`config.mk`:
```
export PLATFORM = sky130hd
export DESIGN_NAME = vtimer_ctl
export DESIGN_NICKNAME = d
export VERILOG_FILES = /design/src/rtl/vtimer_ctl.sv
export SDC_FILE = /design/constraint.sdc
export NUM_CORES = 1
export LEC_CHECK = 0
export CORE_MARGIN = 4
export CORE_UTILIZATION = 50
export DETAILED_ROUTE_END_ITERATION = 16
export GPL_TIMING_DRIVEN = 0
export HOLD_SLACK_MARGIN = 0.15
export PLACE_DENSITY = 0.89
export SLEW_MARGIN = 40
export SYNTH_ARGS = -nofsm -noshare
export SYNTH_HDL_FRONTEND = slang
export SYNTH_SLANG_ARGS = --single-unit
```
`constraint.sdc`:
```
create_clock -name clk -period 9.68 [get_ports clk]
set_input_delay 1.452 -clock clk [delete_from_list [all_inputs] [get_ports clk]]
set_output_delay 1.452 -clock clk [all_outputs]
set_load 0.1 [all_outputs]
```
`src/rtl/vtimer_ctl.sv`:
```
module vtimer_ctl #(
  parameter int CNT_W = 64,
  parameter int TV_W  = 32
) (
  input  logic             clk,
  input  logic             rst_n,
  input  logic [CNT_W-1:0] sys_count,
  input  logic             acc_we,
  input  logic [1:0]       acc_addr,
  input  logic [CNT_W-1:0] acc_wdata,
  output logic [CNT_W-1:0] acc_rdata,
  output logic             irq_o
);
  localparam logic [1:0] A_CTL = 2'd0;
  localparam logic [1:0] A_CMP = 2'd1;
  localparam logic [1:0] A_TV  = 2'd2;
  localparam int         EXT_W = CNT_W - TV_W;

  logic             en_q, mask_q, irq_q;
  logic [CNT_W-1:0] cmp_q;
  logic [CNT_W-1:0] elapsed;
  logic [TV_W-1:0]  remain;
  logic [CNT_W-1:0] tv_ext;
  logic             cond, status;

  assign elapsed = sys_count - cmp_q;
  assign cond    = ~elapsed[CNT_W-1];
  assign status  = en_q & cond;
  assign remain  = cmp_q[TV_W-1:0] - sys_count[TV_W-1:0];
  assign tv_ext  = {{EXT_W{acc_wdata[TV_W-1]}}, acc_wdata[TV_W-1:0]};
  assign irq_o   = irq_q;

  always_ff @(posedge clk or negedge rst_n) begin
    if (!rst_n) begin
      en_q   <= 1'b0;
      mask_q <= 1'b0;
      cmp_q  <= '0;
      irq_q  <= 1'b0;
    end else begin
      irq_q <= status & ~mask_q;
      if (acc_we) begin
        case (acc_addr)
          A_CTL: begin
            en_q   <= acc_wdata[0];
            mask_q <= acc_wdata[1];
          end
          A_CMP:   cmp_q <= acc_wdata;
          A_TV:    cmp_q <= sys_count + tv_ext;
          default: ;
        endcase
      end
    end
  end

  always_comb begin
    acc_rdata = '0;
    case (acc_addr)
      A_CTL:   acc_rdata[2:0] = {status, mask_q, en_q};
      A_CMP:   acc_rdata = cmp_q;
      A_TV:    acc_rdata[TV_W-1:0] = remain;
      default: acc_rdata = '0;
    endcase
  end
endmodule


```
==> impl_metrics.env <==
export IMPL_status="complete, no violations"
export IMPL_syn_area_sq_um=10800
export IMPL_place_hpwl_mm=29.1
export IMPL_cp_top_family="compound AO/OA/AOI/OAI gates"
export IMPL_hold_buffers=0
export IMPL_num_antenna_cells=0
export IMPL_rsz0062_at_grt="no"
export IMPL_die_x_um=155
export IMPL_dr_pass1_iters=9
export IMPL_r2r_setup_slack_ps=6180
export IMPL_grt_max_degree=37
export IMPL_slowest_stage="nor3_1"
export IMPL_arrival_ps=5640
export IMPL_synth_main_ff_cell="dfrtp_1"
export IMPL_vdd_ir_drop_max_mv=0.0848
export IMPL_gp_congestion=0.975
export IMPL_slowest_delay_ps=610
export IMPL_layout_nets=1928
export IMPL_routed_via_density=6.11
export IMPL_avgSynthCellArea_sq_um=7.56
export IMPL_most_common_layout_cells="161 x ha_1, 145 x nand2_1, 130 x clkdlybuf4s50_1, 124 x a21oi_1, 119 x inv_1"
export IMPL_critPathCaptureType="output pin"
export IMPL_hold_class="reg -> reg"
export IMPL_tightest_slew_ps=755
export IMPL_grt_pass1_wl_mm=56.2
export IMPL_cp_common_cell="o21ai_0"
export IMPL_antenna_left=0
export IMPL_die_height_um=155
export IMPL_final_common_cell="ha_1"
export IMPL_clk_pin_slew_ps=60
export IMPL_synth_edf_count=0
export IMPL_initial_utilization_pct=51.0
export IMPL_area_growth_pct=21.9
export IMPL_cts_sinks=67
export IMPL_cp_num_buf_inv=4
export IMPL_critPathKind="in -> out"
export IMPL_dieArea_sq_um=23900
export IMPL_grt_pass1_vias=11100
export IMPL_post_cts_buffers=0
export IMPL_slew_violations=0
export IMPL_vias=11700
export IMPL_remaining_drc_errors=0
export IMPL_core_area_sq_um=21100
export IMPL_yosysUniqueCellTypes=78
export IMPL_io_pins=198
export IMPL_async_flop_share_pct=100
export IMPL_clkLatencyLatePin_ps=350
export IMPL_critPathRequiredTime_ps=8230
export IMPL_row_count=53
export IMPL_yosysWarnings=0
export IMPL_startpoint_type="input pin"
export IMPL_syn_num_nets=1719
export IMPL_cts_buffers=9
export IMPL_min_period_ps=7090
export IMPL_portBuffers=197
export IMPL_antenna_found_initial=0
export IMPL_path_cells="clkdlybuf4s50_1 > inv_1 > ha_1 > clkbuf_1 > a21o_1 > a21o_1 > a21oi_1 > o21ai_0 > a221oi_1 > o31ai_1 > nor3_1 > o21ai_0 > xnor2_1 > o21ai_0 > buf_2"
export IMPL_synth_cells=1423
export IMPL_max_freq_mhz=141
export IMPL_p_per_area_nw_per_um2=150
export IMPL_ys_seq_elements=67
export IMPL_fin_skew_ps=6.45
export IMPL_cts_max_path_buffers=2
export IMPL_finalSetupViolCount=0
export IMPL_leakage_nw=6.38
export IMPL_ctsResizeCount=0
export IMPL_crit_path_max_fanout=9
export IMPL_cap_violations=0
export IMPL_cts_tree="yes"
export IMPL_drt_iter0_drc=1019
export IMPL_h_tree_depth=3
export IMPL_root_buffer="clkbuf_16"
export IMPL_routedWlPerCell_um=18.9
export IMPL_relSlewSlack_pct=49.7
export IMPL_routed_wl_mm=36.1
export IMPL_yosysSeqAreaShare_pct=15.6
export IMPL_hold_viol_final=0
export IMPL_min_period_over_period_pct=73.2
export IMPL_layout_drive_gt1_share_pct=7.45
export IMPL_grt_overflow_total=0
export IMPL_setup_tns_ps=0
export IMPL_holdWs_ps=480
export IMPL_grt_use_total_pct=28.7
-- worst paths after layout --
path | start | to | cells after the start
setup / recovery | sys_count[14] | acc_rdata[31] | 15
hold / removal | mask_q | irq_o | 1
setup reg to reg | cmp_q[16] | irq_o | 11
hold reg to reg | mask_q | irq_o | 1
max in group asynchronous | rst_n | cmp_q[36] | 2
min in group asynchronous | rst_n | cmp_q[1] | 1
-- cell usage after synthesis, types with 6 or more instances --
| master | instances | area, sq um |
|---|---|---|
| nand4_1 | 32 | 200 |
| or3_1 | 6 | 37.5 |
| o21bai_1 | 23 | 173 |
| o31ai_1 | 8 | 60.1 |
| xnor2_1 | 42 | 368 |
| mux2i_1 | 43 | 430 |
| a21boi_0 | 6 | 45.0 |
| o21ai_0 | 114 | 571 |
| and2_1 | 36 | 225 |
| a31oi_1 | 10 | 62.6 |
| a21o_1 | 89 | 668 |
| o21a_1 | 12 | 90.1 |
| o221ai_1 | 7 | 61.3 |
| a21oi_1 | 124 | 621 |
| nand3_1 | 13 | 65.1 |
| nand2_1 | 145 | 544 |
| and3_1 | 7 | 43.8 |
| inv_1 | 119 | 447 |
| clkbuf_1 | 44 | 165 |
| o211ai_1 | 10 | 75.1 |
| a311oi_1 | 6 | 52.6 |
| nor3b_1 | 12 | 90.1 |
| ha_1 | 161 | 2010 |
| xor2_1 | 41 | 359 |
| dfrtp_1 | 67 | 1680 |
| nand3b_1 | 12 | 90.1 |
| nor2b_1 | 25 | 156 |
| a22oi_1 | 12 | 90.1 |
| nor2_1 | 72 | 270 |
| nor3_1 | 18 | 90.1 |
| a221oi_1 | 9 | 78.8 |
| nand2b_1 | 9 | 56.3 |
-- metal layers --
layer  track usage (%)  up-vias  wire [um]
li1                  -     5520          -
met2              48.0      588      16700
met3              4.06      111       2960
met5                 0        -          0
met4              11.7        0       1590
met1              37.3     5466      14900
-- state kept, by name, indices dropped and copies added, names as in the netlist --
name / flops
mask_q: 1
en_q: 1
cmp_q: 64
irq_o: 1
-- final cells by class --
type / count / area [sq um]
multi-input cells: 1174 / 8330
clock buffers: 9 / 225
flip-flops and latches: 67 / 1680
fillers: 1867 / 7970
repair buffers: 198 / 1660
plain buffers: 63 / 322
clock inverters: 7 / 116
inverters: 119 / 447
well taps: 275 / 344
-- report_power, final --
group | leakage [nW] | switching (W) | internal (W)
Clock | 0.165 | 0.000145 | 0.000251
Sequential | 0.824 | 0.0000558 | 0.000340
Combinational | 5.39 | 0.000759 | 0.000423
Total | 6.38 | 0.000960 | 0.00101
-- cells by family (layout without fill, tap and decap cells) --
family,count (synthesis),after routing,synth area share (%)
xor+xnor,83,83,6.75
fa+ha+maj,163,163,19.1
compound gates,481,481,28.9
buf+inv,182,396,7.11
simple gates,403,403,18.4
mux,44,44,4.10
flops,67,67,15.6
-- metrics by stage --
stage          std cells  instance area [sq um]  total power (W)  util (%)  setup WS (ps)
2_1_floorplan       1423                  10800          0.00126         -           2360
3_3_place_gp        1895                  13100          0.00155      62.0           1570
3_5_place_dp        1896                  12800          0.00156      60.6           2700
4_1_cts             1912                  13100          0.00196      62.2           2680
5_1_grt             1912                  13100          0.00210      62.2           2440
6_report            1912                  13100          0.00197      62.2           2590
Power figures use the tool's default switching activity.
